==> config.mk <==
export PLATFORM = sky130hd
export DESIGN_NAME = frame_byte_fifo
export DESIGN_NICKNAME = d
export VERILOG_FILES = /design/src/rtl/fbf_pkg.sv /design/src/rtl/fbf_ptr_ctrl.sv /design/src/rtl/fbf_store.sv /design/src/rtl/fbf_ready.sv /design/src/rtl/frame_byte_fifo.sv
export SDC_FILE = /design/constraint.sdc
export NUM_CORES = 1
export LEC_CHECK = 0
export ABC_CLOCK_PERIOD_IN_PS = 5000
export BUFFER_PORTS_ARGS = -buffer_cell sky130_fd_sc_hd__buf_4
export CORE_UTILIZATION = 43
export DETAILED_ROUTE_END_ITERATION = 16
export PLACE_DENSITY = 0.68
export SLEW_MARGIN = 15
export SYNTH_ARGS = -nofsm -noshare
export SYNTH_HDL_FRONTEND = slang
export SYNTH_HIERARCHICAL = 1
export SYNTH_SLANG_ARGS = --single-unit
==> constraint.sdc <==
create_clock -name clk -period 5 [get_ports clk]
set_clock_uncertainty 0.15 [all_clocks]
set_input_delay 0.5 -clock clk [delete_from_list [all_inputs] [get_ports clk]]
set_output_delay 0.5 -clock clk [all_outputs]
set_load 0.005 [all_outputs]
==> src/rtl/fbf_pkg.sv <==
package fbf_pkg;

   // Accepted operation in a non-flush cycle
   typedef enum logic [1:0] {
      OP_IDLE = 2'b00,
      OP_WR   = 2'b01,
      OP_RD   = 2'b10,
      OP_RW   = 2'b11
   } fifo_op_e;

   function automatic fifo_op_e make_op(input logic wr_acc, input logic rd_acc);
      return fifo_op_e'({rd_acc, wr_acc});
   endfunction

endpackage

==> src/rtl/fbf_ptr_ctrl.sv <==
module fbf_ptr_ctrl
   import fbf_pkg::*;
#(
   parameter int DEPTH = 16,
   localparam int PTR_W = (DEPTH > 1) ? $clog2(DEPTH) : 1,
   localparam int CNT_W = $clog2(DEPTH + 1)
) (
   input  logic             clk,
   input  logic             rst_n,
   input  logic             wr_req,
   input  logic             rd_req,
   input  logic             flush,
   output logic             wr_en,
   output logic             rd_en,
   output logic [PTR_W-1:0] wr_addr,
   output logic [PTR_W-1:0] rd_addr,
   output logic [CNT_W-1:0] level,
   output logic             full,
   output logic             empty
);

   localparam bit IS_POW2 = ((1 << PTR_W) == DEPTH);

   logic [PTR_W-1:0] wr_ptr_q, rd_ptr_q;
   logic [PTR_W-1:0] wr_ptr_inc, rd_ptr_inc;
   logic [CNT_W-1:0] level_q;
   fifo_op_e         op;

   assign full  = (level_q == CNT_W'(DEPTH));
   assign empty = (level_q == '0);

   // During a flush the write goes to slot 0 whatever the FIFO held
   assign wr_en   = wr_req && (flush || !full);
   assign rd_en   = rd_req && !empty && !flush;
   assign wr_addr = flush ? '0 : wr_ptr_q;
   assign rd_addr = rd_ptr_q;
   assign level   = level_q;
   assign op      = make_op(wr_en, rd_en);

   generate
      if (IS_POW2) begin : g_wrap_pow2
         assign wr_ptr_inc = wr_ptr_q + 1'b1;
         assign rd_ptr_inc = rd_ptr_q + 1'b1;
      end else begin : g_wrap_cmp
         assign wr_ptr_inc = (wr_ptr_q == PTR_W'(DEPTH - 1)) ? '0 : wr_ptr_q + 1'b1;
         assign rd_ptr_inc = (rd_ptr_q == PTR_W'(DEPTH - 1)) ? '0 : rd_ptr_q + 1'b1;
      end
   endgenerate

   always_ff @(posedge clk or negedge rst_n) begin
      if (!rst_n) begin
         wr_ptr_q <= '0;
         rd_ptr_q <= '0;
         level_q  <= '0;
      end else if (flush) begin
         rd_ptr_q <= '0;
         wr_ptr_q <= wr_en ? PTR_W'(1) : '0;
         level_q  <= wr_en ? CNT_W'(1) : '0;
      end else begin
         case (op)
            OP_WR: begin
               wr_ptr_q <= wr_ptr_inc;
               level_q  <= level_q + 1'b1;
            end
            OP_RD: begin
               rd_ptr_q <= rd_ptr_inc;
               level_q  <= level_q - 1'b1;
            end
            OP_RW: begin
               wr_ptr_q <= wr_ptr_inc;
               rd_ptr_q <= rd_ptr_inc;
            end
            default: ;
         endcase
      end
   end

endmodule

==> src/rtl/fbf_store.sv <==
module fbf_store #(
   parameter int DATA_W = 8,
   parameter int DEPTH  = 16,
   localparam int PTR_W = (DEPTH > 1) ? $clog2(DEPTH) : 1
) (
   input  logic              clk,
   input  logic              rst_n,
   input  logic              wr_en,
   input  logic [PTR_W-1:0]  wr_addr,
   input  logic [DATA_W-1:0] wr_data,
   input  logic              rd_en,
   input  logic [PTR_W-1:0]  rd_addr,
   output logic [DATA_W-1:0] rd_data
);

   logic [DATA_W-1:0] mem_q [DEPTH];
   logic [DATA_W-1:0] rd_q;

   always_ff @(posedge clk) begin
      if (wr_en) begin
         mem_q[wr_addr] <= wr_data;
      end
   end

   // Output register holds its value unless a real read happens
   always_ff @(posedge clk or negedge rst_n) begin
      if (!rst_n) begin
         rd_q <= '0;
      end else if (rd_en) begin
         rd_q <= mem_q[rd_addr];
      end
   end

   assign rd_data = rd_q;

endmodule

==> src/rtl/fbf_ready.sv <==
module fbf_ready #(
   parameter int CNT_W = 5
) (
   input  logic [CNT_W-1:0] level,
   input  logic [CNT_W-1:0] thresh,
   input  logic             frame_act,
   output logic             ready
);

   logic [CNT_W-1:0] eff_thr;

   always_comb begin
      if (!frame_act || (thresh == '0)) begin
         eff_thr = CNT_W'(1);
      end else begin
         eff_thr = thresh;
      end
   end

   assign ready = (level >= eff_thr);

endmodule

==> src/rtl/frame_byte_fifo.sv <==
module frame_byte_fifo #(
   parameter int DATA_W = 8,
   parameter int DEPTH  = 16,
   localparam int PTR_W = (DEPTH > 1) ? $clog2(DEPTH) : 1,
   localparam int CNT_W = $clog2(DEPTH + 1)
) (
   input  logic              clk,
   input  logic              rst_n,
   input  logic              wr_valid,
   input  logic [DATA_W-1:0] wr_data,
   input  logic              rd_req,
   input  logic              frame_act,
   input  logic              sof,
   input  logic [CNT_W-1:0]  thresh,
   output logic [DATA_W-1:0] rd_data,
   output logic              ready,
   output logic [CNT_W-1:0]  level,
   output logic              full,
   output logic              empty,
   output logic              err
);

   generate
      if (DATA_W < 1) begin : g_bad_width
         $error("frame_byte_fifo: DATA_W must be at least 1");
      end
      if (DEPTH < 2) begin : g_bad_depth
         $error("frame_byte_fifo: DEPTH must be at least 2");
      end
   endgenerate

   logic             wr_en, rd_en;
   logic [PTR_W-1:0] wr_addr, rd_addr;
   logic             err_q;

   fbf_ptr_ctrl #(.DEPTH(DEPTH)) ptr_i (
      .clk     (clk),
      .rst_n   (rst_n),
      .wr_req  (wr_valid),
      .rd_req  (rd_req),
      .flush   (sof),
      .wr_en   (wr_en),
      .rd_en   (rd_en),
      .wr_addr (wr_addr),
      .rd_addr (rd_addr),
      .level   (level),
      .full    (full),
      .empty   (empty)
   );

   fbf_store #(.DATA_W(DATA_W), .DEPTH(DEPTH)) store_i (
      .clk     (clk),
      .rst_n   (rst_n),
      .wr_en   (wr_en),
      .wr_addr (wr_addr),
      .wr_data (wr_data),
      .rd_en   (rd_en),
      .rd_addr (rd_addr),
      .rd_data (rd_data)
   );

   fbf_ready #(.CNT_W(CNT_W)) ready_i (
      .level     (level),
      .thresh    (thresh),
      .frame_act (frame_act),
      .ready     (ready)
   );

   // Error pulse: overflow outside a flush, or a flush that discards bytes
   always_ff @(posedge clk or negedge rst_n) begin
      if (!rst_n) begin
         err_q <= 1'b0;
      end else begin
         err_q <= sof ? !empty : (wr_valid && full);
      end
   end

   assign err = err_q;

endmodule

## Yosys cells after proc, flatten, opt, wreduce, memory -nomap -nowiden

Memory sizes are Yosys's and may differ from the RTL's. A register that Yosys moved wholly into a read port is not among the register bits.
Index checks and enable logic that the tools add are counted.
W data, S select, Z words.

- $add $sub $neg: 4
- Multiply operators: 0
- Div/mod/pow operators: 0
- $lt $le $gt $ge: 1
- Equality and inequality tests: 4
- Shift-type cells: 0
- Multiplexer cells: 13
- Bitwise gates (word level): 0
- Reduce and logical (&&, ||, !) cells: 18

Operator list:

| operator | number |
|---|---|
| $mux W4 | 5 |
| $logic_not A5 Y1 | 2 |
| $mux W5 | 2 |
| $pmux W5 S2 | 1 |
| $add A4 B1 Y4 const B | 2 |
| $add A5 B1 Y5 const B | 1 |
| $eq A5 B5 Y1 const B | 1 |
| $ge A5 B5 Y1 | 1 |
| $logic_not A1 Y1 | 5 |
| $mux W1 | 5 |
| $sub A5 B1 Y5 const B | 1 |
| $eq A2 B2 Y1 const B | 2 |
| $logic_and A1 B1 Y1 | 4 |
| $reduce_bool A2 Y1 | 2 |
| $reduce_or A2 Y1 | 2 |
| $reduce_bool A3 Y1 | 1 |
| $eq A2 B1 Y1 const B | 1 |
| $logic_or A1 B1 Y1 | 2 |

- Register bits: 14
- Latch bits: 0
- RAM bits: 128
- Bits in read-only memories: 0
- Input bits: 19
- Output and inout bits: 17
- Logic and storage cells: 45
- Memories: 1

Memories:

| name | depth | width | read ports | clocked after memory_dff | write ports | line | RTL |
|---|---|---|---|---|---|---|---|
| store_i.mem_q | 16 | 8 | 1 | 1 | 1 | fbf_store.sv:16 | `logic [DATA_W-1:0] mem_q [DEPTH];` |

## Logic depth before layout (Yosys ltp)

Gate-level depths: netlist (run 1).

- Word-level depth: 8
- Mapped depth: 10
- Gate-level depth less buffers: 9

## Modules after synthesis

The synthesis (run 1) kept the hierarchy.

Modules (own cells, without submodules):

| module | instances | cells each | area an instance (µm²) | sequential area each (µm²) |
|---|---|---|---|---|
| fbf_store | 1 | 240 | 5331.4 | 4043.9 |
| fbf_ptr_ctrl | 1 | 107 | 977.2 | 325.3 |
| fbf_ready | 1 | 18 | 130.1 | 0.0 |
| frame_byte_fifo | 1 | 3 | 38.8 | 25.0 |

## Worst setup path after synthesis (run 1)

No wires, ideal clock.

- Path kind: reg-to-reg
- Start: register ptr_i.level_q[1], in the netlist ptr_i/level[1]
- End: register ptr_i.level_q[4], in the netlist ptr_i/level[4]
- Setup time: 0.088 ns
- Arrival time: 2.990 ns
- Data required time: 4.762 ns
- Slack: 1.771 ns
- Cell stages (with the launch flop): 10
- Buffers on the path: 0
- Clock period less this slack: 3.229 ns
- Path through: dfrtp_1 nor4_2 a21oi_1 nor3_1 inv_1 fa_1 nand2b_1 a2111o_1 or2_2 a41oi_1

- Cells in the longest elaborated chain, start to end: 7
- Elaborated cells on any way between the ends: 15
- Classes of those cells: add/sub: 2; eq/ne: 3; mux: 2; reduce/logical: 8

RTL lines:

| item | line | RTL |
|---|---|---|
| start: declaration | fbf_ptr_ctrl.sv:26 | `logic [CNT_W-1:0] level_q;` |
| start signal: assignment | fbf_ptr_ctrl.sv:58 | `level_q <= wr_en ? CNT_W'(1) : '0;` |
| start signal: assignment | fbf_ptr_ctrl.sv:63 | `level_q <= level_q + 1'b1;` |
| start signal: assignment | fbf_ptr_ctrl.sv:67 | `level_q <= level_q - 1'b1;` |
| $eq A5 B5 Y1 / $logic_not A5 Y1 (equally long branches) | fbf_ptr_ctrl.sv:29, fbf_ptr_ctrl.sv:30 |  |
| $logic_not A1 Y1 (on tied branches) | fbf_ptr_ctrl.sv:33, fbf_ptr_ctrl.sv:34 |  |
| $logic_or A1 B1 Y1 / $logic_and A1 B1 Y1 (equally long branches) | fbf_ptr_ctrl.sv:33, fbf_ptr_ctrl.sv:34 |  |
| $logic_and A1 B1 Y1 (on tied branches) | fbf_ptr_ctrl.sv:33, fbf_ptr_ctrl.sv:34 |  |
| $eq A2 B2 Y1 / $eq A2 B1 Y1 (equally long branches) | fbf_ptr_ctrl.sv:60 | `case (op)` |
| $pmux W5 S2 | fbf_ptr_ctrl.sv:60 |  |
| $mux W5 | fbf_ptr_ctrl.sv:55 | `end else if (flush) begin` |

Several ways; a longest one is shown, not always the timed one.
A chain may end at the register's enable or synchronous reset.

## Final worst setup path (run 1)

Ends and elaborated chain as after synthesis.

==> results of run 1 <==
## registers in the layout, indices dropped and copies added (netlist names)
name,flops
err,1
ptr_i/level,5
ptr_i/rd_addr,4
ptr_i/wr_ptr_q,4
store_i/mem_q,128
store_i/rd_data,8
## worst max-delay path by stage
stage | from | endpoint | cells after the start
finish | ptr_i/level[1] | ptr_i/level[4] | 9
global route | ptr_i/level[1] | ptr_i/level[4] | 9
floorplan | ptr_i/level[1] | ptr_i/level[4] | 9
CTS | ptr_i/level[1] | ptr_i/level[4] | 9
global placement | ptr_i/level[1] | ptr_i/level[4] | 9
detailed placement | ptr_i/level[1] | ptr_i/level[4] | 9
## Yosys cell counts, types with 3 or more instances
master / count
sky130_fd_sc_hd__xor2_1: 3
sky130_fd_sc_hd__mux4_1: 6
sky130_fd_sc_hd__buf_1: 4
sky130_fd_sc_hd__a21oi_1: 5
sky130_fd_sc_hd__dfrtp_1: 22
sky130_fd_sc_hd__buf_6: 6
sky130_fd_sc_hd__mux4_2: 26
sky130_fd_sc_hd__edfxtp_1: 128
sky130_fd_sc_hd__nor3_1: 6
sky130_fd_sc_hd__mux2i_1: 12
sky130_fd_sc_hd__nor2_1: 37
sky130_fd_sc_hd__a221oi_2: 9
sky130_fd_sc_hd__o211ai_1: 3
sky130_fd_sc_hd__nor2b_1: 4
sky130_fd_sc_hd__ha_1: 10
sky130_fd_sc_hd__nand3b_1: 3
sky130_fd_sc_hd__nand2b_1: 8
sky130_fd_sc_hd__inv_1: 8
sky130_fd_sc_hd__nand2_1: 10
sky130_fd_sc_hd__nand3_1: 4
sky130_fd_sc_hd__o22ai_1: 7
sky130_fd_sc_hd__o21ai_0: 6
## power by group
part	internal (uW)	switching (uW)	total (uW)	leakage, uW
Sequential	1430	101	1530	0.00143
Combinational	318	311	630	0.000856
Clock	731	481	1210	0.000269
Total	2480	893	3370	0.00255
## routing by layer
| layer | routed length, um | GRT usage (%) | part of all wire [%] |
|---|---|---|---|
| met2 | 6320 | 27.1 | 50 |
| met1 | 5440 | 22.6 | 43 |
| met3 | 674 | 4.34 | 5.3 |
| met5 | 0 | 0 | 0 |
| met4 | 242 | 6.59 | 1.9 |
## cell type report
type,instances,area [um2]
fillers,1181,7170
flip-flops and latches,150,4400
multi-input cells,190,1880
clock buffers,19,433
repair buffers,43,325
well taps,184,230
clock inverters,12,129
inverters,8,30.0
## cell usage in the layout, fill, tap and decap left out, drive strengths merged, types with 3 or more instances in the layout
cell,Yosys,final
mux2i,12,12
nand3,4,4
buf,15,42
a221oi,9,9
clkinv,0,5
inv,8,10
dfrtp,22,22
xor2,3,3
mux4,32,32
nor2b,4,4
nand2b,8,8
nor3,6,6
o211ai,3,3
edfxtp,128,128
clkinvlp,0,3
o21ai,7,7
clkbuf,4,19
nand3b,3,3
o22ai,8,8
nor2,37,37
or4,3,3
a21oi,5,5
nand2,10,10
ha,10,10
## kinds of logic (layout without fill, tap and decap cells)
group | count (synthesis) | in the layout | synth area share [%]
flip-flops | 150 | 150 | 67.8
AND/OR/NAND/NOR | 88 | 88 | 6.95
multiplexers | 46 | 46 | 13.7
AO/OA/AOI/OAI | 40 | 40 | 5.43
buffers and inverters | 28 | 82 | 3.19
adder cells (fa/ha/maj) | 11 | 11 | 2.24
XOR/XNOR | 5 | 5 | 0.676
## stage by stage
| stage | total power [uW] | instances | area [um2] | utilization, % |
|---|---|---|---|---|
| CTS | 3400 | 606 | 7420 | 50.8 |
| global placement | 2170 | 574 | 6850 | 46.9 |
| detailed placement | 2190 | 574 | 6850 | 46.9 |
| global route | 3500 | 606 | 7420 | 50.9 |
| finish | 3370 | 606 | 7420 | 50.9 |
| floorplan | 1980 | 368 | 6480 | - |
==> flow_metrics.env, run 1 <==
export IMPL_timing_final_crit_period_ps=3720
export IMPL_drc=0
export IMPL_antenna_violating_nets_remaining=0
export IMPL_hold_path_depth=1
export IMPL_rows=44
export IMPL_start_kind="register"
export IMPL_tritoncts_num_sinks=150
export IMPL_fin_tns_setup_ps=0
export IMPL_ys_async_sr_fraction_pct=14.7
export IMPL_place_worst_setup_slack_ps=1340
export IMPL_synthDominantAreaCellType="sky130_fd_sc_hd__edfxtp_1"
export IMPL_vias_in_the_first_global_route=3479
export IMPL_h_tree_depth=4
export IMPL_initial_utilization_pct=44.4
export IMPL_clkTransAtPathRegs_ps=60
export IMPL_setup_worst_path_class="reg -> reg"
export IMPL_setup_reg_to_reg_worst_slack_ps=1280
export IMPL_clock_root_buffer="sky130_fd_sc_hd__clkbuf_16"
export IMPL_post_synth_instance_area_um2=6480
export IMPL_synthFlopType="sky130_fd_sc_hd__edfxtp_1"
export IMPL_regToRegStartpoint="ptr_i/level[1]"
export IMPL_type_of_the_most_critical_hold_path="in -> reg"
export IMPL_die_x_um=125
export IMPL_grt_setup_unrepaired="no"
export IMPL_timing_max_cap_violations=0
export IMPL_post_drt_via_cell_ratio=5.68
export IMPL_antenna_cells=0
export IMPL_yosysSeqAreaShare_pct=67.8
export IMPL_cts_post_setup_buffers_inserted=0
export IMPL_synth_net_count=398
export IMPL_grtUsageTotal_pct=17.1
export IMPL_grt_start_max_net_pins=28
export IMPL_worst_path_max_delay_cell="sky130_fd_sc_hd__nor4_2"
export IMPL_tightestPinTransition_ps=988
export IMPL_peakVddDrop_mv=0.307
export IMPL_cellLeakagePower_uw=0.00255
export IMPL_power_density_cell_area_nw_per_um2=455
export IMPL_clk_path_buf_depth=2
export IMPL_synth_lib_cells_used_distinct=54
export IMPL_critical_path_max_stage_delay_ps=750
export IMPL_final_hold_worst_slack_ps=235
export IMPL_run_status="complete, no violations"
export IMPL_crit_fanout=9
export IMPL_die_y_um=125
export IMPL_design_portCount=36
export IMPL_timing_max_slew_rel_slack_pct=33.9
export IMPL_crit_arrival_ps=3890
export IMPL_yosysWarningCount=6
export IMPL_setup_slack_ps=1280
export IMPL_synth_top_cells_by_area="sky130_fd_sc_hd__edfxtp_1, sky130_fd_sc_hd__mux4_2, sky130_fd_sc_hd__dfrtp_1"
export IMPL_synth_enable_flop_cells=128
export IMPL_antenna_found_initial=0
export IMPL_place_port_buffers=35
export IMPL_place_hpwl_mm=8.03
export IMPL_fp_dieArea_um2=15600
export IMPL_synth_top_area_share_pct=59.3
export IMPL_cts_resized_gates=0
export IMPL_reg2reg_depth=9
export IMPL_critical_path_top_delay_family="simple AND/OR/NAND/NOR gates"
export IMPL_final_nets=440
export IMPL_final_max_slew_viol_count=0
export IMPL_core_region_area_um2=14600
export IMPL_drive_above_1_share_pct=27.7
export IMPL_routed_wire_length_per_instance_um=20.9
export IMPL_holdBufCountCts=1
export IMPL_synth_to_layout_area_growth_pct=14.5
export IMPL_synth_seq_cells=150
export IMPL_num_vias=3441
export IMPL_final_period_utilization_pct=74.4
export IMPL_place_congestion=0.768
export IMPL_cp_end_kind="register"
export IMPL_worst_r2r_endpoint="ptr_i/level[4]"
export IMPL_clk_latency_ps=410
export IMPL_max_clock_freq_mhz=269
export IMPL_cts_tree="yes"
export IMPL_holdCritStartpoint="wr_data[5]"
export IMPL_synthCells=368
export IMPL_critical_path_buf_inv_count=1
export IMPL_globalRoute_totalOverflow=0
export IMPL_drt_iter0_drc=365
export IMPL_worstPathRequired_ps=5170
export IMPL_timing_hold_worst_endpoint="store_i/mem_q[5][5]"
export IMPL_postSynthAreaPerCell_um2=17.6
export IMPL_finalSetupViolCount=0
export IMPL_numCtsBuffers=17
export IMPL_firstDrtPassIters=4
export IMPL_worstPathCellList="nor4_2 -> a21oi_1 -> nor3_1 -> inv_1 -> fa_1 -> nand2b_1 -> a2111o_1 -> or2_2 -> a41oi_1"
export IMPL_grt_first_pass_wirelength_mm=19.6
export IMPL_finalWirelength_mm=12.7
export IMPL_final_hold_fails=0
(Power assumes the default switching activity.)
==> run 2: changes to the inputs <==
--- a/config.mk
+++ b/config.mk
@@ -5,7 +5,7 @@
 export SDC_FILE = /design/constraint.sdc
 export NUM_CORES = 1
 export LEC_CHECK = 0
-export ABC_CLOCK_PERIOD_IN_PS = 5000
+export ABC_CLOCK_PERIOD_IN_PS = 3800
 export BUFFER_PORTS_ARGS = -buffer_cell sky130_fd_sc_hd__buf_4
 export CORE_UTILIZATION = 43
 export DETAILED_ROUTE_END_ITERATION = 16
==> constraint.sdc (replaced) <==
create_clock -name clk -period 3.8 [get_ports clk]
set_clock_uncertainty 0.15 [all_clocks]
set_input_delay 0.38 -clock clk [delete_from_list [all_inputs] [get_ports clk]]
set_output_delay 0.38 -clock clk [all_outputs]
set_load 0.005 [all_outputs]
==> flow_metrics.env, run 2 (same netlist as run 1, synthesis figures left out) <==
export IMPL_clk_latency_ps=420
export IMPL_tritoncts_num_sinks=150
export IMPL_power_share_sequential_pct=45.1
export IMPL_power_frac_clock_pct=36.2
export IMPL_drc=0
export IMPL_die_y_um=125
export IMPL_most_common_layout_cells="sky130_fd_sc_hd__edfxtp_1, sky130_fd_sc_hd__buf_4, sky130_fd_sc_hd__nor2_1"
export IMPL_place_congestion=0.797
export IMPL_grtUsageTotal_pct=17.8
export IMPL_routedLengthMet1_mm=5.61
export IMPL_timing_final_crit_period_ps=3510
export IMPL_final_hold_fails=0
export IMPL_clock_root_buffer="sky130_fd_sc_hd__clkbuf_16"
export IMPL_p_comb_share_pct=18.7
export IMPL_most_frequent_standard_cell_in_the_layout_excluding_fill_and_tap_cells="sky130_fd_sc_hd__edfxtp_1"
export IMPL_timing_max_slew_rel_slack_pct=37.4
export IMPL_drt_iter0_drc=334
export IMPL_routed_wire_length_per_instance_um=20.8
export IMPL_dp_cells=577
export IMPL_cp_end_kind="register"
export IMPL_tightestPinTransition_ps=936
export IMPL_clk_path_buf_depth=2
export IMPL_die_x_um=125
export IMPL_antenna_found_initial=0
export IMPL_grt_setup_unrepaired="no"
export IMPL_most_flops_register="store_i/mem_q"
export IMPL_firstDrtPassIters=4
export IMPL_numCtsBuffers=17
export IMPL_crit_fanout=9
export IMPL_topRoutingLayerUsed="met4"
export IMPL_power_density_cell_area_nw_per_um2=598
export IMPL_cell_internal_pwr_uw=3320
export IMPL_globalRoute_totalOverflow=0
export IMPL_design_portCount=36
export IMPL_met2_wirelength_mm=6.26
export IMPL_fin_cells=610
export IMPL_post_drt_via_cell_ratio=5.61
export IMPL_rows=44
export IMPL_setup_slack_ps=290
export IMPL_total_power_uw=4450
export IMPL_grt_start_max_net_pins=28
export IMPL_cts_tree="yes"
export IMPL_finalWirelength_mm=12.7
export IMPL_fin_tns_setup_ps=0
export IMPL_routed_wl_met3_um=601
export IMPL_finalSetupViolCount=0
export IMPL_area_of_the_multi_input_gates_um2=1880
export IMPL_vias_in_the_first_global_route=3548
export IMPL_number_of_flip_flops_in_the_largest_register=128
export IMPL_core_region_area_um2=14600
export IMPL_final_period_utilization_pct=92.4
export IMPL_setup_worst_path_class="reg -> reg"
export IMPL_start_kind="register"
export IMPL_place_worst_setup_slack_ps=372
export IMPL_fillCellCount=1180
export IMPL_type_of_the_most_critical_hold_path="in -> reg"
export IMPL_layout_area_seq_um2=4400
export IMPL_timing_max_cap_violations=0
export IMPL_run_status="complete, no violations"
export IMPL_final_hold_worst_slack_ps=106
export IMPL_place_hpwl_mm=8.32
export IMPL_final_nets=443
export IMPL_cts_post_setup_buffers_inserted=0
export IMPL_h_tree_depth=4
export IMPL_power_switching_share_pct=25.4
export IMPL_worstPathRequired_ps=3980
export IMPL_synth_to_layout_area_growth_pct=15.0
export IMPL_cts_resized_gates=0
export IMPL_crit_arrival_ps=3690
export IMPL_drive_above_1_share_pct=27.0
export IMPL_antenna_cells=0
export IMPL_cellLeakagePower_uw=0.00257
export IMPL_power_switching_uw=1130
export IMPL_peakVddDrop_mv=0.377
export IMPL_fp_dieArea_um2=15600
export IMPL_antenna_violating_nets_remaining=0
export IMPL_place_port_buffers=35
export IMPL_max_clock_freq_mhz=285
export IMPL_num_vias=3424
export IMPL_initial_utilization_pct=44.4
export IMPL_clkTransAtPathRegs_ps=60
export IMPL_grt_first_pass_wirelength_mm=20.1
export IMPL_final_max_slew_viol_count=0
==> run 2: worst paths after layout <==
path,slack (ps),cells after the start,endpoint,start
setup / recovery,290,9,ptr_i/level[4],ptr_i/level[1]
max in group asynchronous,2990,2,ptr_i/rd_addr[2],rst_n
hold / removal,110,3,err,wr_valid
setup reg to reg,290,9,ptr_i/level[4],ptr_i/level[1]
hold reg to reg,400,2,ptr_i/wr_ptr_q[3],ptr_i/wr_ptr_q[3]
min in group asynchronous,250,2,ptr_i/level[0],rst_n
==> run 2: final cells by class <==
| cell class | count | share of cell area (%) |
|---|---|---|
| Sequential cell | 150 | 59.0 |
| Tap cell | 184 | 3.09 |
| Clock inverter | 13 | 1.85 |
| Multi-Input combinational cell | 190 | 25.2 |
| Timing Repair Buffer | 46 | 4.67 |
| Clock buffer | 19 | 5.81 |
| Inverter | 8 | 0.403 |
==> run 2: power groups by stage <==
stage	combinational (uW)	clock, uW	sequential, uW
floorplan	616	0	1990
CTS	845	1640	2010
finish	835	1610	2010
global placement	820	0	2040
detailed placement	838	0	2050
global route	913	1700	2030
==> run 2: what timing repair did <==
action / CTS / global route
hold endpoints to repair: 22 / 0
hold buffers: 1 / 0
setup endpoints to repair: 0 / 0
==> run 2: through the flow <==
step	utilization (%)	instance area, um2
after detailed placement	47.1	6870
after floorplan	-	6480
final	51.1	7450
after CTS	51.1	7450
after global routing	51.1	7450
after global placement	47.1	6870
==> run 2: per-layer routing <==
| layer | vias up | global-route usage [%] |
|---|---|---|
| met2 | 94 | 29.4 |
| li1 | 1551 | - |
| met5 | - | 0 |
| met1 | 1759 | 22.4 |
| met4 | 0 | 7.09 |
| met3 | 20 | 4.34 |
==> run 2: worst max-delay path: stages, from the launching register on <==
cell and delay, ps:
sky130_fd_sc_hd__dfrtp_1 440, sky130_fd_sc_hd__nor4_2 750, sky130_fd_sc_hd__a21oi_1 250, sky130_fd_sc_hd__nor3_1 310
sky130_fd_sc_hd__inv_1 100, sky130_fd_sc_hd__fa_1 400, sky130_fd_sc_hd__nand2b_1 180, sky130_fd_sc_hd__a2111o_1 380
sky130_fd_sc_hd__or2_2 270, sky130_fd_sc_hd__a41oi_1 210
==> run 3: changes to the inputs <==
--- a/config.mk
+++ b/config.mk
@@ -6,10 +6,10 @@
 export NUM_CORES = 1
 export LEC_CHECK = 0
 export ABC_CLOCK_PERIOD_IN_PS = 3800
-export BUFFER_PORTS_ARGS = -buffer_cell sky130_fd_sc_hd__buf_4
-export CORE_UTILIZATION = 43
+export CORE_UTILIZATION = 50
 export DETAILED_ROUTE_END_ITERATION = 16
-export PLACE_DENSITY = 0.68
+export DONT_BUFFER_PORTS = 1
+export PLACE_DENSITY = 0.73
 export SLEW_MARGIN = 15
 export SYNTH_ARGS = -nofsm -noshare
 export SYNTH_HDL_FRONTEND = slang
==> flow_metrics.env, run 3 (same netlist as run 1, synthesis figures left out) <==
export IMPL_clk_latency_ps=420
export IMPL_run_status="complete, no violations"
export IMPL_finalWirelength_mm=12.5
export IMPL_num_vias=3445
export IMPL_worstPathCellList="or4_4 -> o21ai_4 -> nor3_1 -> buf_4 -> ha_1 -> nand2b_1 -> a2111o_1 -> or2_2 -> a41oi_1"
export IMPL_critical_path_buf_inv_count=1
export IMPL_globalRoute_totalOverflow=0
export IMPL_timing_max_cap_violations=0
export IMPL_tritoncts_num_sinks=150
export IMPL_crit_fanout=7
export IMPL_antenna_violating_nets_remaining=0
export IMPL_most_common_layout_cells="sky130_fd_sc_hd__edfxtp_1, sky130_fd_sc_hd__nor2_1, sky130_fd_sc_hd__mux4_2"
export IMPL_peakVddDrop_mv=0.371
export IMPL_final_nets=420
export IMPL_clock_root_buffer="sky130_fd_sc_hd__clkbuf_16"
export IMPL_final_max_slew_viol_count=0
export IMPL_cp_end_kind="register"
export IMPL_antenna_found_initial=3
export IMPL_tightestPinTransition_ps=1030
export IMPL_reg2reg_depth=9
export IMPL_place_congestion=0.754
export IMPL_max_clock_freq_mhz=313
export IMPL_start_kind="register"
export IMPL_most_frequent_standard_cell_in_the_layout_excluding_fill_and_tap_cells="sky130_fd_sc_hd__edfxtp_1"
export IMPL_grt_start_max_net_pins=28
export IMPL_final_hold_worst_slack_ps=21.2
export IMPL_placedInstanceArea_um2=6590
export IMPL_grtUsageTotal_pct=20.5
export IMPL_timing_final_crit_period_ps=3200
export IMPL_drive_above_1_share_pct=20.8
export IMPL_die_x_um=116
export IMPL_synth_to_layout_area_growth_pct=13.5
export IMPL_h_tree_depth=4
export IMPL_place_hpwl_mm=7.64
export IMPL_holdCritStartpoint="sof"
export IMPL_place_port_buffers=0
export IMPL_worstPathRequired_ps=3980
export IMPL_cts_resized_gates=0
export IMPL_fp_dieArea_um2=13400
export IMPL_timing_hold_worst_endpoint="ptr_i/level[0]"
export IMPL_numCtsBuffers=17
export IMPL_drc=0
export IMPL_clk_path_buf_depth=2
export IMPL_final_instance_area_um2=7350
export IMPL_critical_path_top_delay_family="simple AND/OR/NAND/NOR gates"
export IMPL_most_flops_register="store_i/mem_q"
export IMPL_die_y_um=116
export IMPL_number_of_flip_flops_in_the_largest_register=128
export IMPL_worst_r2r_endpoint="ptr_i/level[4]"
export IMPL_firstDrtPassIters=4
export IMPL_type_of_the_most_critical_hold_path="in -> reg"
export IMPL_worst_path_max_delay_cell="sky130_fd_sc_hd__or4_4"
export IMPL_final_period_utilization_pct=84.1
export IMPL_grt_first_pass_wirelength_mm=19.1
export IMPL_drt_iter0_drc=312
export IMPL_cts_post_setup_buffers_inserted=0
export IMPL_grt_setup_unrepaired="no"
export IMPL_setup_reg_to_reg_worst_slack_ps=600
export IMPL_critical_path_max_stage_delay_ps=630
export IMPL_fin_tns_setup_ps=0
export IMPL_clkTransAtPathRegs_ps=60
export IMPL_core_region_area_um2=12600
export IMPL_setup_worst_path_class="reg -> reg"
export IMPL_regToRegStartpoint="ptr_i/level[1]"
export IMPL_initial_utilization_pct=51.3
export IMPL_power_density_cell_area_nw_per_um2=606
export IMPL_crit_arrival_ps=3380
export IMPL_cts_tree="yes"
export IMPL_design_portCount=36
export IMPL_post_drt_via_cell_ratio=5.98
export IMPL_timing_max_slew_rel_slack_pct=31.5
export IMPL_routed_wire_length_per_instance_um=21.7
export IMPL_vias_in_the_first_global_route=3374
export IMPL_cellLeakagePower_uw=0.00248
export IMPL_finalSetupViolCount=0
export IMPL_hold_path_depth=2
export IMPL_final_hold_fails=0
export IMPL_rows=41
-- run 3: cell count changes in the layout (fill, tap and decap cells not counted), sizes merged --
| cell | before | now |
|---|---|---|
| buf | 45 | 11 |
| bufinv | 3 | 4 |
| clkbuf | 19 | 23 |
| clkinv | 8 | 3 |
| diode | 0 | 1 |
| dlygate4sd3 | 1 | 12 |
-- run 3: layout make-up --
type	instances	area, um2
flip-flops and latches	150	4390
clock inverters	9	150
clock buffers	23	468
multi-input cells	190	1880
diodes	1	2.50
fillers	948	5270
repair buffers	23	215
inverters	8	30.0
well taps	172	215
-- run 3: timing repair --
action | CTS | global route
endpoints found under the setup margin | 0 | 0
endpoints found under the hold margin | 162 | 0
hold buffers | 13 | 0
-- run 3: power by group --
group	switching, uW	internal, uW	total [uW]
Clock	611	1130	1740
Combinational	401	335	736
Sequential	96.1	1880	1980
-- run 3: routing by layer --
metal,track usage (%),vias up,wire length [um]
met3,8.42,20,943
met2,31.1,125,5900
met1,27.3,1785,5460
li1,-,1511,-
met4,6.32,4,161
met5,0,-,27
-- run 3: stage by stage --
step	util, %	power, uW	cells	setup WS [ps]
after global placement	52.2	2690	530	764
after detailed placement	52.2	2710	530	647
after global routing	58.3	4640	576	515
after floorplan	-	2600	368	571
after CTS	58.2	4490	575	615
final	58.3	4460	576	605
-- run 3: worst max path at each step --
stage	startpoint	endpoint	slack, ps	cells past startpoint
after floorplan	ptr_i/level[1]	ptr_i/level[4]	570	9
after global placement	ptr_i/level[1]	ptr_i/level[4]	760	9
after detailed placement	ptr_i/level[1]	ptr_i/level[4]	650	9
after CTS	ptr_i/level[1]	ptr_i/level[4]	610	9
after global routing	ptr_i/level[1]	ptr_i/level[4]	520	9
final	ptr_i/level[1]	ptr_i/level[4]	600	9
